`config.mk`:
```
export PLATFORM = sky130hd
export DESIGN_NAME = blk_xlate
export DESIGN_NICKNAME = d
export VERILOG_FILES = /design/src/rtl/blk_xlate.sv
export SDC_FILE = /design/constraint.sdc
export NUM_CORES = 1
export LEC_CHECK = 0
export BUFFER_PORTS_ARGS = -buffer_cell sky130_fd_sc_hd__clkbuf_2
export CAP_MARGIN = 20
export CORE_UTILIZATION = 34
export CTS_CLUSTER_SIZE = 16
export DETAILED_ROUTE_END_ITERATION = 8
export HOLD_SLACK_MARGIN = 0.05
export PLACE_DENSITY_LB_ADDON = 0.05
export SLEW_MARGIN = 20
export SYNTH_ARGS = -nofsm -noshare
export SYNTH_HDL_FRONTEND = slang
export SYNTH_SLANG_ARGS = --single-unit
export TNS_END_PERCENT = 20
```
`constraint.sdc`:
```
create_clock -name clk -period 6.62 [get_ports clk]
set_input_delay 0.662 -clock clk [delete_from_list [all_inputs] [get_ports clk]]
set_output_delay 0.662 -clock clk [all_outputs]
set_load 0.01 [all_outputs]
```
`src/rtl/blk_xlate.sv`:
```
module blk_xlate #(
  parameter int AW   = 32,
  parameter int NENT = 4
) (
  input  logic                  clk,
  input  logic                  rst_n,
  input  logic                  problem_mode,
  input  logic                  wr_en,
  input  logic [((NENT>1)?$clog2(NENT):1)-1:0] wr_idx,
  input  logic [2:0]            wr_field,
  input  logic [AW-1:0]         wr_data,
  input  logic                  req_valid,
  input  logic [AW-1:0]         req_ea,
  input  logic                  req_write,
  output logic                  rsp_valid,
  output logic                  rsp_hit,
  output logic [AW-1:0]         rsp_ra,
  output logic [1:0]            rsp_prot,
  output logic [((NENT>1)?$clog2(NENT):1)-1:0] rsp_idx
);
  localparam int IW = (NENT > 1) ? $clog2(NENT) : 1;
  localparam logic [2:0] F_IDX  = 3'd0;
  localparam logic [2:0] F_CMP  = 3'd1;
  localparam logic [2:0] F_LEN  = 3'd2;
  localparam logic [2:0] F_RPN  = 3'd3;
  localparam logic [2:0] F_CTRL = 3'd4;
  localparam logic [1:0] PP_NONE = 2'b00;
  localparam logic [1:0] PP_RW   = 2'b10;

  logic [AW-1:0] pidx_q [NENT];
  logic [AW-1:0] cmp_q  [NENT];
  logic [AW-1:0] len_q  [NENT];
  logic [AW-1:0] rpn_q  [NENT];
  logic [1:0]    pp_q   [NENT];
  logic [NENT-1:0] sv_q, pv_q, elig, match;
  logic          mode_q;
  logic          any_hit;
  logic [IW-1:0] win;

  always_ff @(posedge clk) begin
    if (!rst_n) mode_q <= 1'b0;
    else        mode_q <= problem_mode;
  end

  for (genvar i = 0; i < NENT; i++) begin : g_ent
    wire sel = wr_en && (wr_idx == IW'(i));

    always_ff @(posedge clk) begin
      if (!rst_n) begin
        pidx_q[i] <= '0;
        cmp_q[i]  <= '0;
        len_q[i]  <= '0;
        rpn_q[i]  <= '0;
        pp_q[i]   <= PP_NONE;
        sv_q[i]   <= 1'b0;
        pv_q[i]   <= 1'b0;
      end else if (sel) begin
        case (wr_field)
          F_IDX:  pidx_q[i] <= wr_data;
          F_CMP:  cmp_q[i]  <= wr_data;
          F_LEN:  len_q[i]  <= wr_data;
          F_RPN:  rpn_q[i]  <= wr_data;
          F_CTRL: begin
            sv_q[i] <= wr_data[3];
            pv_q[i] <= wr_data[2];
            pp_q[i] <= wr_data[1:0];
          end
          default: ;
        endcase
      end
    end

    assign elig[i]  = (mode_q ? pv_q[i] : sv_q[i])
                      && (pp_q[i] != PP_NONE)
                      && (!req_write || pp_q[i] == PP_RW);
    assign match[i] = elig[i] && ((req_ea & cmp_q[i]) == pidx_q[i]);
  end

  assign any_hit = |match;

  always_comb begin
    win = '0;
    for (int i = NENT - 1; i >= 0; i--)
      if (match[i]) win = IW'(i);
  end

  always_ff @(posedge clk) begin
    if (!rst_n) begin
      rsp_valid <= 1'b0;
      rsp_hit   <= 1'b0;
      rsp_ra    <= '0;
      rsp_prot  <= '0;
      rsp_idx   <= '0;
    end else begin
      rsp_valid <= req_valid;
      if (req_valid) begin
        rsp_hit  <= any_hit;
        rsp_ra   <= any_hit ? (rpn_q[win] | (req_ea & len_q[win])) : req_ea;
        rsp_prot <= any_hit ? pp_q[win] : 2'b00;
        rsp_idx  <= any_hit ? win : '0;
      end
    end
  end


  rsp_follows_req_chk: assert property (@(posedge clk) disable iff (!rst_n)
    rsp_valid == $past(req_valid));


  rsp_hold_chk: assert property (@(posedge clk) disable iff (!rst_n)
    !req_valid |=> $stable(rsp_ra) && $stable(rsp_hit) && $stable(rsp_prot));


  miss_passthru_chk: assert property (@(posedge clk) disable iff (!rst_n)
    (rsp_valid && !rsp_hit) |-> (rsp_ra == $past(req_ea) && rsp_prot == 2'b00));


  hit_prot_nonzero_chk: assert property (@(posedge clk) disable iff (!rst_n)
    (rsp_valid && rsp_hit) |-> rsp_prot != PP_NONE);


  write_needs_rw_chk: assert property (@(posedge clk) disable iff (!rst_n)
    (rsp_valid && rsp_hit && $past(req_write)) |-> rsp_prot == PP_RW);
endmodule

```
After elaboration in Yosys (flattened, before gate mapping)
Memories as Yosys holds them, arrays and structs flattened.
Index checks and enable logic that the tools add are counted.
Widths: inputs -> output; s select.
- register bits after elaboration: 47
- bits in writable memories: 520
- memories: 5
- latch bits: 0
- ROM bits: 0
- output and inout bits: 38
- memories (name ; depth ; bits a word ; rd ports ; clocked after Yosys merged registers in ; write ports ; line ; RTL):
    cmp_q ; 4 ; 32 ; 4 ; 0 ; 4 ; 31 ; logic [AW-1:0] cmp_q [NENT];
    len_q ; 4 ; 32 ; 1 ; 0 ; 4 ; 32 ; logic [AW-1:0] len_q [NENT];
    pidx_q ; 4 ; 32 ; 4 ; 0 ; 4 ; 30 ; logic [AW-1:0] pidx_q [NENT];
    rpn_q ; 4 ; 32 ; 1 ; 0 ; 4 ; 33 ; logic [AW-1:0] rpn_q [NENT];
    pp_q ; 4 ; 2 ; 5 ; 0 ; 4 ; 34 ; logic [1:0] pp_q [NENT];
- divide/modulo/power cells: 0
- eq/ne operators: 15
- mux-type cells: 97
- shifts and indexed selects: 0
- reduce and logical (&&, ||, !) cells: 32
- bitwise gates (word level): 26
- add/sub/neg operators: 0
- multiply operators: 0
- magnitude comparators: 0
- operators by type and width (operator ; number):
    $mux 32 ; 17
    $and 32x32->32 ; 5
    $eq 32x32->1 ; 4
    $mux 1 ; 70
    $or 32x32->32 ; 1
    $mux 2 ; 10
    $or 1x1->1 ; 20
    $logic_and 1x1->1 ; 16
    $eq 2x2->1 const B ; 6
    $reduce_and 2->1 ; 4
    $reduce_bool 2->1 ; 4
    $eq 3x2->1 const B ; 2
    $logic_or 1x1->1 ; 4
    $reduce_or 4->1 ; 1
    $eq 3x1->1 const B ; 1
    $eq 3x3->1 const B ; 1
    $logic_not 3->1 ; 1
    $eq 2x1->1 const B ; 1
    $logic_not 2->1 ; 1
    $logic_not 1->1 ; 1

Longest topological paths before layout
Gate-level depths: netlist of the first run.
An unclocked memory read counts as a cell.
- depth in word-level cells: 12
- depth in mapped cells: 12

Least setup slack after synthesis of the first run
No wires, ideal clock.
- kind: input-to-reg
- from: input port wr_field[0]
- to: memory len_q[3][0], enable pin
- data arrival time: 3.593 ns
- slack: 2.562 ns
- setup time: 0.466 ns
- stages on the path: 3
- buffers on the path: 1
- cell sequence: or3b_2 clkbuf_1 o21ai_0
- RTL lines (what ; line ; RTL):
    from (decl) ; 10 ; input logic [2:0] wr_field,
    to (decl) ; 32 ;

Worst setup path in the final report of the first run
- from: register mode_q
- to: register rsp_ra[9]
- longest elaborated chain between the ends: 12
- elaborated cells between the ends (all ways): 26
- classes of those cells: mux (9); bitwise (2); reduce/logical (13); memory (2)
- RTL lines (what ; line ; RTL):
    from (decl) ; 36 ; logic mode_q;
    from (signal assigned) ; 42 ; else mode_q <= problem_mode;
    $mux 1 ; 73 ; assign elig[i] = (mode_q ? pv_q[i] : sv_q[i])
    $logic_and 1x1->1 ; 74 ; && (pp_q[i] != PP_NONE)
    $logic_and 1x1->1 ; 75 ; && (!req_write || pp_q[i] == PP_RW);
    $logic_and 1x1->1 ; 76 ; assign match[i] = elig[i] && ((req_ea & cmp_q[i]) == pidx_q[i]);
    $mux 2 (4 in a row) ; 84 ; if (match[i]) win = IW'(i);
    $mem_v2 4x32 ; -- ;
    $and 32x32->32 ; 98 ; rsp_ra <= any_hit ? (rpn_q[win] | (req_ea & len_q[win])) : req_ea;
    $or 32x32->32 ; 98 ;
    $mux 32 (*) ; 98 ;
    to (signal assigned) ; 98 ;
    to (decl) ; 17 ; output logic [AW-1:0] rsp_ra,
Every way passes the cells marked *; elsewhere a longest branch is shown, timed or not.
A chain may end at the register's enable or synchronous reset.

==> results of run 1 <==
## per-layer routing
metal	track usage	wire, µm
met4	0.06784	2560
met2	0.3799	44150
met1	0.3131	41700
met3	0.04380	4911
met5	0	0
## per-stage QoR
step | hold slack (ns) | utilization | setup WS (ns) | total power [W] | cell area (µm²)
after detailed placement | 0.4668 | 0.3653 | 2.178 | 0.004855 | 28440
after global placement | 0.4561 | 0.3653 | 2.177 | 0.004848 | 28440
after CTS | 0.4503 | 0.3936 | 2.586 | 0.008608 | 30640
after global routing | 0.4389 | 0.3936 | 2.308 | 0.008793 | 30640
after floorplan | 0.4428 | - | 2.562 | 0.004555 | 26870
final | 0.4711 | 0.3937 | 2.541 | 0.008505 | 30650
## worst min-delay path by stage
stage | slack [ns] | start | endpoint | cells past startpoint
final | 0.47 | sv_q[2] | sv_q[2] | 2
after global routing | 0.44 | problem_mode | mode_q | 2
after CTS | 0.45 | problem_mode | mode_q | 2
after detailed placement | 0.47 | sv_q[2] | sv_q[2] | 2
after global placement | 0.46 | sv_q[1] | sv_q[1] | 2
after floorplan | 0.44 | sv_q[0] | sv_q[0] | 2
## state kept, by name (all words and copies together), names as in the netlist
signal and cells:
rsp_prot 2, len_q 128, rsp_valid 1, pp_q 8, sv_q 4, cmp_q 128
rsp_hit 1, pidx_q 128, mode_q 1, rsp_ra 32, rsp_idx 2, pv_q 4
rpn_q 128
## power by group through the flow
| stage | Sequential (W) | Clock [W] | Combinational (W) |
|---|---|---|---|
| 2_1_floorplan | 0.00425 | 0 | 0.000304 |
| 3_5_place_dp | 0.00426 | 0 | 0.000594 |
| 4_1_cts | 0.00419 | 0.00383 | 0.000596 |
| 3_3_place_gp | 0.00426 | 0 | 0.000593 |
| 6_report | 0.00419 | 0.00374 | 0.000584 |
| 5_1_grt | 0.00421 | 0.00396 | 0.000630 |
## critical path, stage by stage (launching register included)
cell and delay [ns]:
dfxtp_1 0.50, mux2i_1 0.14, a211oi_1 0.66, nand4_1 0.21, nor4_1 0.71, nand2_1 0.42
o21a_2 0.53, buf_4 0.36, a211oi_1 0.32, o21ai_2 0.11
## cell type report
| cell class | instances | area share |
|---|---|---|
| Antenna cell | 3 | 0.0002449 |
| Clock buffer | 96 | 0.06336 |
| Clock inverter | 30 | 0.008573 |
| Inverter | 33 | 0.004041 |
| Multi-Input combinational cell | 1384 | 0.3126 |
| Sequential cell | 567 | 0.5402 |
| Tap cell | 1040 | 0.04246 |
| Timing Repair Buffer | 154 | 0.02858 |
## layout by cell type (no fill, tap or decap), types with 16 or more instances in the layout
cell,Yosys,routed
and2_1,525,524
edfxtp_1,520,520
clkbuf_2,0,112
nand2_1,98,98
clkbuf_16,0,72
nor2_1,73,57
a21oi_1,53,53
a211oi_1,51,51
dfxtp_1,47,47
and3_1,44,44
buf_4,26,42
mux2i_1,40,40
a21boi_0,34,34
o211a_1,34,34
inv_1,33,33
nand3_1,32,32
o221ai_1,32,32
o221a_1,32,32
o21ai_2,30,31
and3b_1,27,27
a21o_2,27,27
and2_2,23,24
a21o_1,23,23
xor2_1,22,22
nand4_1,19,19
clkbuf_1,97,19
nor4_1,17,17
o21ai_4,0,16
## cells by family (layout without fill, tap and decap cells)
kind of cell	count (synthesis)	count (layout)	share of synthesized area
other	0	3	0
muxes	40	40	0.01490
AOI/OAI and AO/OA	393	393	0.1170
xor gates and xnor gates	29	29	0.009453
DFF	567	567	0.6162
buffers and inverters	193	313	0.03749
and+or+nand+nor	922	922	0.2050
==> out/metrics.csv, run 1 <==
stage;metric;value;unit
clock_network;H-tree depth;3;
status;status;complete, no violations;
logic_synthesis;synthesized area;26870;µm²
detailed_routing;Vias/cell;5.262;
clock_network;CTS tree;done;
detailed_routing;First DRT Iteration DRCs;1387;
sta;unrepaired setup endpoints after global routing;no;
global_routing;gr usage total;0.2325;
logic_synthesis;most frequent cells after synthesis;525 x and2_1, 520 x edfxtp_1, 98 x nand2_1;
critical_path;R2R cell count;9;
logic_synthesis;FF+latch count, synth;567;
placed_design;DP Cell Count;3178;
sta;max-slew violations;0;
global_routing;GRT overflow;0;
final_layout;non-filler cells, final;3307;
floorplanning;die width;283.1;µm
critical_path;crit path kind;flop to flop;
floorplanning;Core Region;77850;µm²
sta;measured slew at the worst slew-check pin;1.171;ns
logic_synthesis;ys async rst share;0;
logic_synthesis;synthesized instance count;2144;
floorplanning;Initial Util;0.3451;
logic_synthesis;Post-Syn Area per Cell;12.53;µm²
final_layout;nets@finish;2284;
sta;Tcrit/Tclk final;0.6162;
final_layout;area delta synth->final;14.07;%
floorplanning;# IOs;113;
critical_path;reg2reg start;mode_q;
critical_path;reg2reg end;rsp_ra[9];
global_routing;largest net degree at the start of global routing;35;
sta;fmax;245.2;MHz
critical_path;CP Launch Type;flop;
critical_path;Max FO, Critical Path;23;
clock_network;CTS resizes;0;
final_layout;Multi-input gate area;9580;µm²
logic_synthesis;Yosys top cell by area;edfxtp_1;
detailed_routing;drc violations;0;
detailed_routing;WL/cell;28.22;µm
logic_synthesis;Synthesized Nets;2219;
final_layout;Sequential Area;16560;µm²
power;Power per Cell Area;277.5;nW/µm²
placed_design;placer congestion estimate;0.8484;
sta;Slew HR;0.2196;
sta;Tmin final;4.079;ns
global_routing;vias in the first global route;17470;
floorplanning;die area;80150;µm²
min_path;Hold Path Class;flop to flop;
sta;Fin Setup TNS;0;ns
logic_synthesis;most frequent cell after synthesis;and2_1;
sta;final setup violation count;0;
logic_synthesis;Top FF cell, synth;edfxtp_1;
clock_network;Reg clk slew, reported paths;0.06;ns
critical_path;critical path required time;7.11;ns
critical_path;critical path arrival;4.57;ns
sta;Fin. Hold Viols;0;
placed_design;DP HPWL;57490;µm
power;Seq pwr share;0.492;
critical_path;Crit. End Element;flop;
final_layout;fraction of layout cells with a size suffix above 1;0.1754;
detailed_routing;antenna viol nets, final;0;
detailed_routing;drt pass-1 iters;5;
logic_synthesis;synth top area cells;edfxtp_1 58%, and2_1 12%, dfxtp_1 3.5%;
clock_network;Post-CTS Repair Setup Buffers;0;
floorplanning;Site Rows;102;
clock_network;cts hold-fix bufs;0;
power;peak supply drop;0.1440;mV
final_layout;# fillers;7474;
power;Lkg Pwr;11.46;nW
run;maxcap violations;0;
floorplanning;Die Y;283.1;µm
power;Sw Pwr;0.002021;W
critical_path;Reg2Reg Setup Slack;2.54;ns
global_routing;first-pass GRT wire length;132000;µm
detailed_routing;final WL;93330;µm
logic_synthesis;number of synthesized flops with an enable pin;520;
critical_path;Worst Setup EP;rsp_ra[9];
clock_network;worst skew pair latency;0.61;ns
logic_synthesis;Ys Warns;0;
sta;Layout Skew;0.02437;ns
detailed_routing;routed via count;17400;
placed_design;PortBufs;112;
power;switching share of power;0.2377;
critical_path;Crit. Startpoint;mode_q;
logic_synthesis;distinct cell type count after synthesis;78;
clock_network;clk buf depth;3;
power;combinational share of power;0.069;
clock_network;clock sink count;567;
global_routing;antenna violations before repair;9;
clock_network;clock root buffer;clkbuf_16;
logic_synthesis;top cell type's share of synthesized area;0.5812;
power;Pint;0.006484;W
power;clock share of power;0.439;
logic_synthesis;post-synthesis sequential area ratio;0.6162;
clock_network;CTS Buf Count;69;
No activity file was read; power rests on OpenSTA's default activity.
==> run 2: changes to the inputs <==
--- a/config.mk
+++ b/config.mk
@@ -5,6 +5,7 @@
 export SDC_FILE = /design/constraint.sdc
 export NUM_CORES = 1
 export LEC_CHECK = 0
+export ABC_AREA = 1
 export BUFFER_PORTS_ARGS = -buffer_cell sky130_fd_sc_hd__clkbuf_2
 export CAP_MARGIN = 20
 export CORE_UTILIZATION = 34
==> constraint.sdc (replaced) <==
create_clock -name clk -period 3.8 [get_ports clk]
set_input_delay 0.38 -clock clk [delete_from_list [all_inputs] [get_ports clk]]
set_output_delay 0.38 -clock clk [all_outputs]
set_load 0.01 [all_outputs]
==> run 2 against run 1 <==
  * First-iteration DRC count increased by 10%
  * Fmax increased by 34%
  * Clock power increased by 68%
  * Synthesized cell count increased by 38%
  * Sequential power increased by 73%
  * Sequential share of layout area decreased by 0.22 points
  * Combinational power increased by 87%
  * Hold slack got worse by 0.24 ns
  * Global-route usage decreased by 0.36 points
  * Die area decreased by 0.21%
  * Via count increased by 17%
  * Total power increased by 72%
  * Highest routed layer unchanged
==> out/metrics.csv, run 2 <==
stage;metric;value;unit
status;status;complete, no violations;
placed_design;DP HPWL;57160;µm
floorplanning;# IOs;113;
logic_synthesis;Post-Syn Area per Cell;9.092;µm²
detailed_routing;First DRT Iteration DRCs;1531;
critical_path;Max FO, Critical Path;94;
power;Power per Cell Area;475.9;nW/µm²
sta;Tcrit/Tclk final;0.8001;
critical_path;Crit. End Element;flop;
floorplanning;Core Region;77720;µm²
run;maxcap violations;0;
min_path;Hold Path Class;input pin to flop;
logic_synthesis;most frequent cells after synthesis;709 x nand2_1, 628 x nor2_1, 520 x edfxtp_1;
clock_network;clk buf depth;3;
global_routing;gr usage total;0.2289;
critical_path;Crit path top cell by count;nand2_1;
global_routing;GRT overflow;0;
critical_path;critical path required time;4.29;ns
clock_network;clock root buffer;clkbuf_16;
sta;Fin. Hold Viols;0;
power;switching share of power;0.2457;
clock_network;Post-CTS Repair Setup Buffers;0;
final_layout;final core utilization;0.3960;
critical_path;Reg2Reg Setup Slack;0.76;ns
logic_synthesis;distinct cell type count after synthesis;33;
power;Pint;0.01105;W
logic_synthesis;synth top area cells;edfxtp_1 58%, nand2_1 9.9%, nor2_1 8.8%;
sta;max-slew violations;0;
detailed_routing;WL/cell;21.95;µm
logic_synthesis;Ys Warns;0;
power;Seq pwr share;0.496;
sta;Layout Skew;0.02318;ns
logic_synthesis;synthesized area;26810;µm²
detailed_routing;Vias/cell;4.915;
clock_network;clock sink count;567;
placed_design;worst slack at placement;0.5386;ns
final_layout;most frequent cells in the layout;709 x nand2_1, 628 x nor2_1, 520 x edfxtp_1, 329 x inv_1, 286 x nand3_1;
critical_path;critical path arrival;3.53;ns
critical_path;slowest CP cell;o21ai_0;
detailed_routing;antenna viol nets, final;0;
placed_design;placer congestion estimate;0.8783;
sta;measured slew at the worst slew-check pin;1.022;ns
logic_synthesis;Yosys top cell by area;edfxtp_1;
logic_synthesis;number of synthesized flops with an enable pin;520;
logic_synthesis;synthesized instance count;2949;
logic_synthesis;post-synthesis sequential area ratio;0.6175;
power;Lkg Pwr;13.05;nW
global_routing;antenna violations before repair;0;
clock_network;CTS resizes;0;
final_layout;area delta synth->final;14.79;%
critical_path;critical path's top delay family;simple AND/OR/NAND/NOR gates;
floorplanning;Site Rows;102;
clock_network;CTS tree;done;
final_layout;fraction of layout cells with a size suffix above 1;0.09332;
global_routing;largest net degree at the start of global routing;102;
power;Sw Pwr;0.003599;W
critical_path;Critical Path, Cell by Cell;o21ai_0, nand3_1, nor2_1, nand2_1, nor2_1, nand3_4, nand2_4, buf_12, nand2_1, nand3_1, nand2_1, nand2_1, nand2_1, nand2_1, nand2_1;
sta;setup ws final;0.7598;ns
placed_design;DP Area;28630;µm²
sta;Tmin final;3.040;ns
logic_synthesis;top cell type's share of synthesized area;0.5824;
floorplanning;Initial Util;0.3450;
detailed_routing;final WL;90570;µm
logic_synthesis;Top FF cell, synth;edfxtp_1;
final_layout;nets@finish;3106;
sta;final setup violation count;0;
sta;Fin Setup TNS;0;ns
global_routing;vias in the first global route;19860;
power;clock share of power;0.430;
logic_synthesis;most frequent cell after synthesis;nand2_1;
final_layout;Final Cell Area;30780;µm²
detailed_routing;routed via count;20280;
power;combinational share of power;0.075;
critical_path;crit path kind;flop to flop;
clock_network;CTS Buf Count;70;
critical_path;Max stage delay on crit path;0.48;ns
sta;fmax;328.9;MHz
sta;unrepaired setup endpoints after global routing;no;
detailed_routing;drt pass-1 iters;5;
floorplanning;die area;79980;µm²
critical_path;Worst Path Buf+Inv;1;
placed_design;PortBufs;112;
clock_network;H-tree depth;3;
clock_network;Reg clk slew, reported paths;0.06;ns
final_layout;commonest non-fill, non-tap cell in the layout;nand2_1;
floorplanning;die width;282.8;µm
detailed_routing;drc violations;0;
floorplanning;Die Y;282.8;µm
clock_network;worst skew pair latency;0.61;ns
sta;Slew HR;0.3142;
logic_synthesis;Synthesized Nets;3024;
global_routing;first-pass GRT wire length;131600;µm
logic_synthesis;FF+latch count, synth;567;
final_layout;ant diodes;0;
power;peak supply drop;0.3437;mV
critical_path;CP Launch Type;flop;
logic_synthesis;ys async rst share;0;
==> run 2: path summary, 6_finish.rpt <==
| kind | to | from | depth (start not counted) |
|---|---|---|---|
| setup / recovery | rsp_ra[1] | mode_q | 15 |
| hold / removal | len_q[0][1] | wr_data[1] | 3 |
| setup reg to reg | rsp_ra[1] | mode_q | 15 |
| hold reg to reg | pv_q[3] | pv_q[3] | 2 |
==> run 2: timing repair <==
item                                    CTS  global route
hold buffers                              2             0
endpoints found under the setup margin    0             0
hold endpoints to repair                  2             0
==> run 2: tightest hold or removal path, cell delays in order <==
cell and delay (ns):
clkbuf_2 0.08, inv_1 0.13, nor2_1 0.13
==> run 2: power by group through the flow <==
stage / registers (W) / logic [W] / clock network (W)
finish: 0.00726 / 0.00109 / 0.00629
global route: 0.00730 / 0.00120 / 0.00668
CTS: 0.00727 / 0.00111 / 0.00645
detailed placement: 0.00739 / 0.00110 / 0
global placement: 0.00739 / 0.00110 / 0
floorplan: 0.00738 / 0.000590 / 0
==> run 2: layout make-up <==
type	count	area (µm²)
Timing Repair Buffer	169	1096
Inverter	336	1261
Clock buffer	96	1933
Tap cell	1040	1301
Clock inverter	31	178.9
Sequential cell	567	16560
Fill cell	7740	46950
Multi-Input combinational cell	1887	8451
==> run 2: kinds of logic (layout without fill, tap and decap cells) <==
group	after synthesis	in the layout	synth area share
AOI/OAI and AO/OA	70	70	0.01652
DFF	567	567	0.6175
xor gates and xnor gates	57	57	0.01862
buffers and inverters	495	632	0.07261
and+or+nand+nor	1760	1760	0.2748
==> run 2: per-layer routing <==
metal | vias to the layer above | wire length [µm] | track usage
li1 | 9680 | - | -
met1 | 9932 | 41280 | 0.3132
met2 | 541 | 42310 | 0.3705
met3 | 126 | 4533 | 0.03417
met4 | 0 | 2443 | 0.07678
met5 | - | 0 | 0
==> run 2: metrics by stage <==
step	total power (W)	hold WS, ns	std cells
after floorplan	0.007971	0.4421	2949
after global placement	0.008484	0.4540	3996
after detailed placement	0.008497	0.4636	3996
after CTS	0.01482	0.2042	4125
after global routing	0.01518	0.2504	4126
final	0.01465	0.2333	4126
==> run 3: changes to the inputs <==
==> constraint.sdc (replaced) <==
create_clock -name clk -period 2.48 [get_ports clk]
set_input_delay 0.248 -clock clk [delete_from_list [all_inputs] [get_ports clk]]
set_output_delay 0.248 -clock clk [all_outputs]
set_load 0.01 [all_outputs]
==> run 3 against run 2 <==
  * The flow now finishes with violations (setup timing)
  * Worst setup slack worse by 0.96 ns
  * Fmax is 13% higher
  * Combinational power is 83% higher
  * Sequential power is 53% higher
  * Wire length is 2.9% higher
  * Register-to-register slack worse by 0.96 ns
  * Cell area is 9.9% higher
  * Flip-flop and latch count stayed put
  * Sequential share of layout area is 4.8 points lower
  * Via count is 4.8% higher
  * Count of clock-buffer cells in the layout is 13 lower
  * Largest power group unchanged
==> out/metrics.csv, run 3 (same netlist as run 2, synthesis figures left out) <==
stage;metric;value;unit
clock_network;clk buf depth;3;
critical_path;crit path kind;flop to flop;
detailed_routing;First DRT Iteration DRCs;1414;
detailed_routing;drt pass-1 iters;5;
detailed_routing;final WL;93220;µm
min_path;worst hold path depth;3;
critical_path;Crit. End Element;flop;
final_layout;non-filler cells, final;4361;
power;clock share of power;0.433;
global_routing;gr usage total;0.2339;
sta;Tcrit/Tclk final;1.081;
clock_network;CTS Buf Count;69;
critical_path;R2R cell count;17;
sta;Fin. Hold Viols;0;
floorplanning;die area;79980;µm²
placed_design;DP HPWL;61330;µm
power;Lkg Pwr;14.64;nW
power;combinational share of power;0.086;
floorplanning;Die Y;282.8;µm
final_layout;ant diodes;0;
clock_network;CTS tree;done;
final_layout;commonest non-fill, non-tap cell in the layout;nand2_1;
floorplanning;Core Region;77720;µm²
critical_path;critical path arrival;3.18;ns
final_layout;most frequent cells in the layout;669 x nand2_1, 616 x nor2_1, 520 x edfxtp_1, 330 x inv_1, 268 x nand3_1;
status;failing checks;setup timing;
power;Seq pwr share;0.480;
detailed_routing;antenna viol nets, final;0;
clock_network;Reg clk slew, reported paths;0.06;ns
sta;unrepaired setup endpoints after global routing;yes;
sta;Layout Skew;0.02185;ns
placed_design;DP Cell Count;4191;
global_routing;first-pass GRT wire length;136200;µm
detailed_routing;routed via count;21250;
power;peak supply drop;0.4822;mV
clock_network;worst skew pair latency;0.61;ns
power;Sw Pwr;0.005671;W
clock_network;H-tree depth;3;
critical_path;critical path required time;2.98;ns
detailed_routing;drc violations;0;
global_routing;vias in the first global route;21020;
critical_path;Max FO, Critical Path;6;
sta;final setup violation count;34;
sta;Tmin final;2.681;ns
critical_path;CP Launch Type;flop;
status;status;finished with violations;
floorplanning;Initial Util;0.3450;
sta;Worst Hold Slack;0.1470;ns
placed_design;placer congestion estimate;0.9091;
sta;max-slew violations;0;
clock_network;clock sink count;567;
detailed_routing;Vias/cell;4.872;
power;Pint;0.01749;W
sta;Slew HR;0.4141;
final_layout;area delta synth->final;26.14;%
global_routing;antenna violations before repair;0;
clock_network;clock root buffer;clkbuf_16;
final_layout;nets@finish;3339;
power;total power;0.02316;W
sta;measured slew at the worst slew-check pin;0.8779;ns
power;switching share of power;0.2449;
sta;fmax;373.0;MHz
detailed_routing;WL/cell;21.38;µm
placed_design;PortBufs;112;
floorplanning;die width;282.8;µm
global_routing;largest net degree at the start of global routing;41;
global_routing;GRT overflow;0;
min_path;Hold Path Class;input pin to flop;
floorplanning;Site Rows;102;
floorplanning;# IOs;113;
run;maxcap violations;0;
sta;setup ws final;-0.2011;ns
power;Power per Cell Area;684.8;nW/µm²
final_layout;fraction of layout cells with a size suffix above 1;0.1822;
==> run 3: cell types whose count changed in the layout (fill, tap and decap cells not counted), sizes merged <==
cell / previous run / this run
bufinv: 1 / 5
bufbuf: 0 / 1
buf: 56 / 285
clkbuf: 207 / 198
clkinv: 30 / 40
==> run 3: repair_timing <==
| item | CTS | global route |
|---|---|---|
| setup buffers | 25 | 5 |
| endpoints found under the hold margin | 3 | 0 |
| hold buffers | 2 | 0 |
| resized for setup | 79 | 47 |
| setup endpoints to repair | 35 | 36 |
| pin swaps | 45 | 42 |
| gates cloned | 9 | 4 |
==> run 3: cell type report <==
class / instances / area [µm²]
Clock buffer: 83 / 1863
Timing Repair Buffer: 403 / 3699
Fill cell: 7645 / 43900
Clock inverter: 45 / 351.6
Multi-Input combinational cell: 1887 / 8785
Sequential cell: 567 / 16560
Tap cell: 1040 / 1301
Inverter: 336 / 1264
==> run 3: final timing paths <==
check,start,to,slack [ns]
worst min-delay path,rst_n,rsp_ra[26],0.15
worst max register to register,cmp_q[3][10],rsp_ra[0],-0.20
worst max-delay path,cmp_q[3][10],rsp_ra[0],-0.20
worst min register to register,pv_q[2],pv_q[2],0.47
==> run 3: critical path: stages (launching register included) <==
cell and delay (ns):
edfxtp_1 0.37, nand2_1 0.08, xor2_1 0.17, buf_4 0.16, nand2_4 0.06, nor2_4 0.11
nand3b_1 0.24, nor2_4 0.20, nand2_4 0.10, nand2_8 0.10, nand2_8 0.08, buf_12 0.16
buf_4 0.15, buf_16 0.13, o211ai_1 0.18, nand3_1 0.12, nand2_2 0.11, nand2_1 0.05
==> run 3: per-layer routing <==
| metal | routed length (µm) | global-route usage |
|---|---|---|
| met5 | 0 | 0 |
| met4 | 3397 | 0.09051 |
| met2 | 44000 | 0.3852 |
| met3 | 4264 | 0.02692 |
| met1 | 41560 | 0.3151 |
==> run 3: metrics by stage <==
step                instance area (µm²)  utilization  setup WS (ns)  TNS [ns]
finish                            33820       0.4351        -0.2011    -4.743
global route                      33820       0.4351        -0.3682    -10.67
CTS                               33480       0.4307        -0.1364    -2.585
detailed placement                30500       0.3924        -0.4285    -11.25
global placement                  30500       0.3924        -0.4317    -11.36
floorplan                         26810            -        -0.3160    -88.57
==> run 3: power by group through the flow <==
stage                     sequential [W]  combinational, W  clock (W)
after floorplan                   0.0113          0.000906          0
after global placement            0.0113           0.00197          0
after detailed placement          0.0113           0.00197          0
after CTS                         0.0111           0.00200     0.0103
after global routing              0.0112           0.00218     0.0106
final                             0.0111           0.00200     0.0100
